--- src/rtl/boot_seq_pkg.sv ---
package boot_seq_pkg;

   typedef enum logic [3:0] {
      ST_IDLE,
      ST_P1_ON,
      ST_P1_STB,
      ST_P1_DONE,
      ST_P2_INT,
      ST_P2_REQ,
      ST_P2_WAIT,
      ST_P2_ON,
      ST_P2_STB
   } seq_state_t;

   function automatic logic in_first_cycle(input seq_state_t s);
      return (s == ST_P1_ON) || (s == ST_P1_STB) || (s == ST_P1_DONE);
   endfunction

   function automatic logic bus_online(input seq_state_t s);
      return in_first_cycle(s) || (s == ST_P2_ON) || (s == ST_P2_STB);
   endfunction

endpackage

--- src/rtl/bus_in_sync.sv ---
module bus_in_sync #(
   parameter int              W       = 1,
   parameter int              STAGES  = 2,
   parameter logic [W-1:0]    RST_VAL = '0
) (
   input  logic         clk,
   input  logic         rst,
   input  logic [W-1:0] d,
   output logic [W-1:0] q
);

   if (STAGES < 2) begin : g_bad_depth
      $error("bus_in_sync: STAGES must be at least 2");
   end

   logic [W-1:0] stg [STAGES];

   always_ff @(posedge clk) begin
      if (rst) stg[0] <= RST_VAL;
      else     stg[0] <= d;
   end

   for (genvar i = 1; i < STAGES; i++) begin : g_stage
      always_ff @(posedge clk) begin
         if (rst) stg[i] <= RST_VAL;
         else     stg[i] <= stg[i-1];
      end
   end

   assign q = stg[STAGES-1];

endmodule

--- src/rtl/bus_strobe_timer.sv ---
module bus_strobe_timer #(
   parameter int CYCLES = 10
) (
   input  logic clk,
   input  logic rst,
   input  logic run,
   output logic expired
);

   localparam int CW = (CYCLES < 2) ? 1 : $clog2(CYCLES);

   if (CYCLES < 1) begin : g_bad_cycles
      $error("bus_strobe_timer: CYCLES must be at least 1");
   end

   logic [CW-1:0] cnt;

   assign expired = run && (cnt == CW'(CYCLES - 1));

   always_ff @(posedge clk) begin
      if (rst || !run)  cnt <= '0;
      else if (!expired) cnt <= cnt + 1'b1;
   end

   assert_timer_bound_R4: assert property (@(posedge clk) disable iff (rst)
      cnt <= CW'(CYCLES - 1));

endmodule

--- src/rtl/bus_seq_fsm.sv ---
module bus_seq_fsm
   import boot_seq_pkg::*;
(
   input  logic       clk,
   input  logic       rst,
   input  logic       load_req,
   input  logic       prio_s,
   input  logic       sel_n_s,
   input  logic       done_s,
   input  logic       tmr_exp,
   output seq_state_t state,
   output logic       busy,
   output logic       seq_done
);

   seq_state_t nxt;
   logic       pend;
   logic       prio_q;
   logic       done_q;
   logic       prio_rise;
   logic       done_rise;
   logic       done_fall;

   assign prio_rise = prio_s && !prio_q;
   assign done_rise = done_s && !done_q;
   assign done_fall = !done_s && done_q;

   always_comb begin
      nxt = state;
      unique case (state)
         ST_IDLE:    if (pend && prio_rise) nxt = ST_P1_ON;
         ST_P1_ON:   if (tmr_exp)           nxt = ST_P1_STB;
         ST_P1_STB:  if (done_rise)         nxt = ST_P1_DONE;
         ST_P1_DONE: if (done_fall)         nxt = ST_P2_INT;
         ST_P2_INT:                         nxt = ST_P2_REQ;
         ST_P2_REQ:  if (!sel_n_s)          nxt = ST_P2_WAIT;
         ST_P2_WAIT: if (prio_rise)         nxt = ST_P2_ON;
         ST_P2_ON:   if (tmr_exp)           nxt = ST_P2_STB;
         ST_P2_STB:                         nxt = ST_IDLE;
         default:                           nxt = ST_IDLE;
      endcase
   end

   always_ff @(posedge clk) begin
      if (rst) begin
         state    <= ST_IDLE;
         pend     <= 1'b0;
         prio_q   <= 1'b0;
         done_q   <= 1'b0;
         seq_done <= 1'b0;
      end else begin
         state    <= nxt;
         prio_q   <= prio_s;
         done_q   <= done_s;
         seq_done <= (state == ST_P2_STB);
         if (nxt == ST_P1_ON)                pend <= 1'b0;
         else if (state == ST_IDLE && load_req) pend <= 1'b1;
      end
   end

   assign busy = pend || (state != ST_IDLE);

   assert_seq_done_pulse_R10: assert property (@(posedge clk) disable iff (rst)
      seq_done |=> !seq_done);

   assert_no_start_unarmed_R2: assert property (@(posedge clk) disable iff (rst)
      (state == ST_IDLE && !pend) |=> (state == ST_IDLE));

endmodule

--- src/rtl/boot_bus_seq.sv ---
module boot_bus_seq
   import boot_seq_pkg::*;
#(
   parameter int              CLK_PERIOD_NS   = 5,
   parameter int              STROBE_DELAY_NS = 50,
   parameter int              SYNC_STAGES     = 2,
   parameter int              ADDR_W          = 16,
   parameter int              DATA_W          = 16,
   parameter logic [ADDR_W-1:0] LOAD_ADDR     = 16'h0006,
   parameter logic [DATA_W-1:0] LOAD_DATA     = 16'hFB00
) (
   input  logic              clk,
   input  logic              rst,
   input  logic              load_req,
   input  logic              prio_in,
   input  logic              select_n,
   input  logic              mem_done,
   output logic              online,
   output logic              online_n,
   output logic              strobe,
   output logic              ack_n,
   output logic              req_n,
   output logic              int_start,
   output logic              ack_clk_n,
   output logic              bus_end_n,
   output logic              held_online_n,
   output logic              addr_oe,
   output logic              data_oe,
   output logic [ADDR_W-1:0] addr_out,
   output logic [DATA_W-1:0] data_out,
   output logic              busy,
   output logic              seq_done
);

   localparam int STROBE_CYCLES = (STROBE_DELAY_NS + CLK_PERIOD_NS - 1) / CLK_PERIOD_NS;
   localparam int NSYNC         = 3;
   localparam logic [NSYNC-1:0] SYNC_IDLE = 3'b010;   // {done, select_n, prio}

   if (CLK_PERIOD_NS < 1 || STROBE_DELAY_NS < CLK_PERIOD_NS) begin : g_bad_timing
      $error("boot_bus_seq: strobe delay must cover at least one clock period");
   end
   if (ADDR_W < 1 || DATA_W < 1) begin : g_bad_width
      $error("boot_bus_seq: bus widths must be positive");
   end

   logic [NSYNC-1:0] async_in;
   logic [NSYNC-1:0] sync_out;
   seq_state_t       state;
   logic             tmr_run;
   logic             tmr_exp;
   logic             first_cyc;

   assign async_in = {mem_done, select_n, prio_in};

   bus_in_sync #(
      .W       (NSYNC),
      .STAGES  (SYNC_STAGES),
      .RST_VAL (SYNC_IDLE)
   ) i_sync (
      .clk (clk),
      .rst (rst),
      .d   (async_in),
      .q   (sync_out)
   );

   assign tmr_run = (state == ST_P1_ON) || (state == ST_P2_ON);

   bus_strobe_timer #(
      .CYCLES (STROBE_CYCLES)
   ) i_timer (
      .clk     (clk),
      .rst     (rst),
      .run     (tmr_run),
      .expired (tmr_exp)
   );

   bus_seq_fsm i_fsm (
      .clk      (clk),
      .rst      (rst),
      .load_req (load_req),
      .prio_s   (sync_out[0]),
      .sel_n_s  (sync_out[1]),
      .done_s   (sync_out[2]),
      .tmr_exp  (tmr_exp),
      .state    (state),
      .busy     (busy),
      .seq_done (seq_done)
   );

   // Moore output decode
   assign first_cyc     = in_first_cycle(state);
   assign online        = bus_online(state);
   assign online_n      = !online;
   assign strobe        = (state == ST_P1_STB) || (state == ST_P2_STB);
   assign ack_n         = (state != ST_P2_ON);
   assign req_n         = !((state == ST_P2_REQ) || (state == ST_P2_WAIT) || (state == ST_P2_ON));
   assign int_start     = (state == ST_P2_INT);
   assign ack_clk_n     = (state != ST_P1_DONE);
   assign bus_end_n     = (state != ST_P1_DONE);
   assign held_online_n = (state != ST_P2_STB);
   assign addr_oe       = first_cyc;
   assign data_oe       = first_cyc;
   assign addr_out      = first_cyc ? LOAD_ADDR : '0;
   assign data_out      = first_cyc ? LOAD_DATA : '0;

   // Checker: cycles since online rose, saturating
   localparam int CHK_W = $clog2(STROBE_CYCLES + 2);
   logic [CHK_W-1:0] chk_on_cnt;

   always_ff @(posedge clk) begin
      if (rst || !online)                              chk_on_cnt <= '0;
      else if (chk_on_cnt != CHK_W'(STROBE_CYCLES + 1)) chk_on_cnt <= chk_on_cnt + 1'b1;
   end

   assert_strobe_delay_R4: assert property (@(posedge clk) disable iff (rst)
      $rose(strobe) |-> (chk_on_cnt == CHK_W'(STROBE_CYCLES)));

   assert_oe_needs_online_R5: assert property (@(posedge clk) disable iff (rst)
      (addr_oe || data_oe) |-> online);

   assert_ackclk_on_bus_R6: assert property (@(posedge clk) disable iff (rst)
      !ack_clk_n |-> (online && !strobe));

   assert_int_pulse_R7: assert property (@(posedge clk) disable iff (rst)
      int_start |=> (!int_start && !req_n));

   assert_done_after_hold_R10: assert property (@(posedge clk) disable iff (rst)
      seq_done |-> ($past(!held_online_n) && !online && req_n));

endmodule

--- config.mk ---
export PLATFORM = sky130hd
export DESIGN_NAME = boot_bus_seq
export DESIGN_NICKNAME = d
export VERILOG_FILES = /design/src/rtl/boot_seq_pkg.sv /design/src/rtl/bus_in_sync.sv /design/src/rtl/bus_strobe_timer.sv /design/src/rtl/bus_seq_fsm.sv /design/src/rtl/boot_bus_seq.sv
export SDC_FILE = /design/constraint.sdc
export NUM_CORES = 1
export LEC_CHECK = 0
export BUFFER_PORTS_ARGS = -buffer_cell sky130_fd_sc_hd__clkbuf_2
export CAP_MARGIN = 20
export CORE_MARGIN = 5
export CORE_UTILIZATION = 42
export DETAILED_ROUTE_END_ITERATION = 7
export PLACE_DENSITY_LB_ADDON = 0.15
export SYNTH_ARGS = -nofsm -noshare
export SYNTH_HDL_FRONTEND = slang
export SYNTH_SLANG_ARGS = --single-unit
--- constraint.sdc ---
create_clock -name clk -period 4.2 [get_ports clk]
set_input_delay 0.84 -clock clk [delete_from_list [all_inputs] [get_ports clk]]
set_output_delay 0.84 -clock clk [all_outputs]
set_load 0.005 [all_outputs]
After elaboration in Yosys (flattened, before gate mapping)
Memory sizes are Yosys's and may differ from the RTL's.
Cells that the tools add are included.
Word-level totals
  register bits: 12
  bits in writable memories: 6
  output and inout port bits: 45
  word-level logic and storage cells: 63
  memories: 1
Memory list
  i_sync.stg: words 2, bits a word 3, read ports 2, clocked after Yosys merged registers in 0, write ports 2, RTL line bus_in_sync.sv:16  | logic [W-1:0] stg [STAGES];
Operators by class
  add/subtract/negate cells: 1
  eq/ne operators: 13
  multiplexer cells: 15
  bitwise operators: 2
  reductions and logical operators: 25
Operator list (number)
  $pmux 4 s8: 1
  $mux 4: 7
  $eq 4x3->1 const B: 4
  $mux 16: 1
  $logic_or 1x1->1: 10
  $mux 3: 3
  $eq 4x1->1 const B: 2
  $eq 4x2->1 const B: 2
  $eq 4x4->1 const B: 2
  $logic_and 1x1->1: 6
  $logic_not 1->1: 6
  $add 4x1->4 const B: 1
  $logic_not 4->1: 1
  $ne 4x2->1 const B: 1
  $ne 4x3->1 const B: 1
  $ne 4x4->1 const B: 1
  $reduce_bool 4->1: 1
  $mux 1: 3
  $or 1x1->1: 2
  $reduce_or 2->1: 1

Longest topological paths before layout
  word-level depth: 7
  depth in mapped cells: 6
  gate-level depth less buffers: 6

Hierarchy
Synthesis repeated with hierarchy kept, for this count alone.
Unflattened totals
  cell total of the unflattened synthesis: 136
  area total of the unflattened synthesis: 1217.4 µm²
By module, submodules not included
  bus_seq_fsm: instances 1, cells each 47, area an instance 424.2 µm²
  boot_bus_seq: instances 1, cells each 56, area an instance 397.9 µm²
  bus_strobe_timer: instances 1, cells each 21, area an instance 237.7 µm²
  bus_in_sync: instances 1, cells each 12, area an instance 157.7 µm²

Least setup slack after synthesis
Ideal clock, no wire load.
  path type: reg-to-output
  start: reg i_fsm.state[0]
  end: out addr_out[1]
  arrival: 1.460 ns
  setup slack: 1.900 ns
  cell stages (with the launch flop): 4
  path buffers: 1
  path through: dfxtp_1 > nor2_1 > nor3_1 > buf_4
On the way
  longest elaborated chain between the ends: 4
  elaborated cells on any way between the ends: 6
Ends and longest elaborated chain
  from (decl): RTL line bus_seq_fsm.sv:11  | output seq_state_t state,
  from (signal assigned): RTL line bus_seq_fsm.sv:52  | state <= nxt;
  $eq 4x1->1 or $eq 4x2->1 (tied branches): RTL line boot_seq_pkg.sv:16  | return (s == ST_P1_ON) || (s == ST_P1_STB) || (s == ST_P1_DONE);
  $logic_or 1x1->1: RTL line boot_seq_pkg.sv:16
  $logic_or 1x1->1 (*): RTL line boot_seq_pkg.sv:16
  named net addr_oe: RTL line boot_bus_seq.sv:27  | output logic addr_oe,
  $mux 3 (*): RTL line boot_bus_seq.sv:103  | assign addr_out = first_cyc ? LOAD_ADDR : '0;
  to (decl): RTL line boot_bus_seq.sv:29  | output logic [ADDR_W-1:0] addr_out,
The timed path passes the listed nets; every way through them passes the cells marked *.

Worst setup path in the final report
  start: reg i_fsm.state[1]
  end: out data_out[15]
On the way
  longest elaborated chain between the ends: 4
  elaborated cells on any way between the ends: 6
Ends and longest elaborated chain
  $eq 4x1->1 or $eq 4x2->1 (tied branches): RTL line boot_seq_pkg.sv:16
  $logic_or 1x1->1: RTL line boot_seq_pkg.sv:16
  $logic_or 1x1->1 (*): RTL line boot_seq_pkg.sv:16
  $mux 16 (*): RTL line boot_bus_seq.sv:104  | assign data_out = first_cyc ? LOAD_DATA : '0;
  to (decl): RTL line boot_bus_seq.sv:30  | output logic [DATA_W-1:0] data_out,
Mark *: on every way between the ends. The rest lies on a longest branch, timed or not.

==> reports/metrics.cfg <==
[placed_design]
hpwlAfterDp_um = 1460
pre_cts_ws_ns = 1.55
io_buffers = 27
place_congestion = 0.769

[synthesis]
synth_area_leader_cell = dfxtp_1
syn_inst = 125
yosysTopAreaCellShare = 0.326
yosysUniqueCellTypes = 35
ys_ff_latch = 18
synth_area_leaders = dfxtp_1 (33%), buf_4 (23%), nor2b_1 (4.5%)
syn_avg_cell_area_sq_um = 8.84
ys_seq_area_frac = 0.326
yosys_warnings = 0
netlist_area_sq_um = 1100

[timing]
finalCritPeriodShare = 0.706
drv_slew = 0
finalHoldViolCount = 0
fin_ws_ns = 1.23
rsz0062_at_grt = no
timing.fmax_ghz = 0.337
setup_viol_count_final = 0
fin_skew_ns = 0.00210
tns_ns = 0
period_needed_ns = 2.97
relSlewSlack = 0.433
tightestPinTransition_ns = 0.844

[routing]
antenna_left = 0
drcViolationCount = 0
drt-pass1-iter-count = 4
vias = 771
via_per_inst = 4.59
wl_um = 1940
routedWlPerCell_um = 11.5
drt-initial-drc-count = 6

[die]
rows = 18
initial_utilization = 0.442
die_area_sq_um = 3760
core_area_sq_um = 2500
dieWidth_um = 61.3
io_pins = 51
die_y_um = 61.3

[critical_path]
reg2reg_depth = 5
slowest_delay_ns = 0.69
required_ns = 3.36
endpoint_kind = primary output
crit_end = data_out[15]
reg2reg_from = i_timer.cnt[1]$_SDFFE_PP0N_
cp-start-kind = flip-flop
r2r-end = i_fsm.pend$_SDFFE_PP0P_
worstSetupPathType = reg2out
path_max_fanout = 16
worst_path_max_delay_cell = dfxtp_1
setup.worst_path.start = i_fsm.state[1]$_SDFF_PP0_
worst_ep_arrival_time_ns = 2.13
path_cells = nor2_1, nor3_1, clkbuf_2
rrSetupSlack_ns = 2.68

[pwr]
p_leak_nw = 0.492
powerDensity_nw_per_um2 = 295
ir_drop_uv = 155

[grt]
grt_usage = 0.103
antenna_found_initial = 0
grt_overflow_total = 0
grt_pass1_wl_um = 2780
grt_max_degree = 17
grt_pass1_vias = 626

[clock_tree]
clock_tree.buffer_depth = 2
clk_latency_ns = 0.29
ctsResizeCount = 0
cts_root_buf = clkbuf_4
cts_made_buffers = 3
cts_setup_buffers = 0
clock_sinks = 18
cts_tree = done
cts_hold_buffers = 0
path_clk_slew_ns = 0.10
htreeDepth = 1

[final_layout]
drive_gt1_frac = 0.275
num-nets-final = 147
num-fill-cells = 256
n_antenna_cell = 0
area_growth_syn_to_layout_pct = 0.113

[run_status]
status = finished clean

[hold_path]
hold_class = reg2reg
hold_depth = 1

[job]
drv_cap = 0

## worst max-delay path, delay by kind of cell, from the launching register on
kind	cells	cell delay (ns)
buffers and inverters	1	0.24
AND/OR/NAND/NOR	2	0.90
flip-flops	1	0.69
## kinds of logic (layout without fill, tap and decap cells)
logic type,count (synthesis),count (layout),synth area share
buffers and inverters,43,34,0.273
xor gates and xnor gates,5,5,0.0396
AOI/OAI and AO/OA,17,17,0.122
and+or+nand+nor,39,39,0.213
other,1,23,0.00339
DFF,18,18,0.326
adders and majority gates,2,2,0.0226
## metal layers
layer,share of wire,global-route usage
met1,0.41,0.116
met2,0.47,0.169
met3,0.11,0.0294
met4,0.011,0.0650
met5,0,0
## cells in the mapped netlist
cell,number
buf_4,34
dfxtp_1,18
nor2_1,8
nor2b_1,8
nand3_1,5
buf_2,4
nor3_1,4
xnor2_1,4
inv_1,3
nand2_1,3
a211oi_1,2
a21oi_1,2
and3b_1,2
ha_1,2
nand2b_1,2
nand3b_1,2
o21a_1,2
o21ai_0,2
or2_2,2
a2111oi_0,1
a22oi_2,1
a31oi_1,1
a32oi_1,1
and2_1,1
buf_6,1
clkbuf_1,1
conb_1,1
nand3b_2,1
nor4b_4,1
o211ai_1,1
o21ai_1,1
o221a_2,1
o221ai_1,1
o32ai_2,1
xor2_1,1
## registers in the layout, summed over array words and instances (netlist names)
signal and count:
i_fsm.pend 1, i_fsm.done_q 1, i_timer.cnt 4, i_sync.stg 6
i_fsm.seq_done 1, i_fsm.prio_q 1, i_fsm.state 4
## worst min path at each step
stage	startpoint	endpoint
5_1_grt	i_sync.stg[0][1]$_SDFF_PP1_	i_sync.stg[1][1]$_SDFF_PP1_
4_1_cts	i_sync.stg[0][1]$_SDFF_PP1_	i_sync.stg[1][1]$_SDFF_PP1_
6_report	i_sync.stg[0][1]$_SDFF_PP1_	i_sync.stg[1][1]$_SDFF_PP1_
3_3_place_gp	i_sync.stg[0][1]$_SDFF_PP1_	i_sync.stg[1][1]$_SDFF_PP1_
3_5_place_dp	i_sync.stg[0][1]$_SDFF_PP1_	i_sync.stg[1][1]$_SDFF_PP1_
2_1_floorplan	i_sync.stg[0][1]$_SDFF_PP1_	i_sync.stg[1][1]$_SDFF_PP1_
## cell type report
class / count / area, sq um / area share
Timing Repair Buffer: 27 / 135 / 0.122
Sequential cell: 18 / 360 / 0.326
Tap cell: 30 / 37.5 / 0.0339
Inverter: 3 / 11.3 / 0.0102
Clock buffer: 4 / 36.3 / 0.0328
Multi-Input combinational cell: 86 / 526 / 0.475
## placed cells by master (no fill, tap or decap), types with 2 or more instances in the layout
| cell type | count |
|---|---|
| inv_1 | 3 |
| and3b_1 | 2 |
| nand2b_1 | 2 |
| conb_1 | 23 |
| a21oi_1 | 2 |
| clkbuf_2 | 27 |
| or2_2 | 2 |
| o21a_1 | 2 |
| ha_1 | 2 |
| nor3_1 | 4 |
| xnor2_1 | 4 |
| nand3b_1 | 2 |
| nand2_1 | 3 |
| nor2_1 | 8 |
| nor2b_1 | 8 |
| nand3_1 | 5 |
| dfxtp_1 | 18 |
| o21ai_0 | 2 |
| clkbuf_4 | 3 |
| a211oi_1 | 2 |
## metrics by stage
stage	instances	power, mW	area (sq um)	utilization	hold WS (ns)
6_report	168	0.326	1110	0.442	0.417
5_1_grt	168	0.346	1110	0.442	0.451
4_1_cts	168	0.330	1110	0.442	0.419
3_5_place_dp	164	0.223	1070	0.428	0.393
3_3_place_gp	164	0.222	1070	0.428	0.392
2_1_floorplan	147	0.232	1190	-	0.389
## power breakdown
part / internal [mW] / total [mW] / switching [mW] / leakage [nW]
clock: 0.0528 / 0.107 / 0.0541 / 0.0210
combinational: 0.0171 / 0.0375 / 0.0204 / 0.324
sequential: 0.176 / 0.181 / 0.00555 / 0.147
total: 0.246 / 0.326 / 0.0801 / 0.492
(Power assumes the default switching activity.)
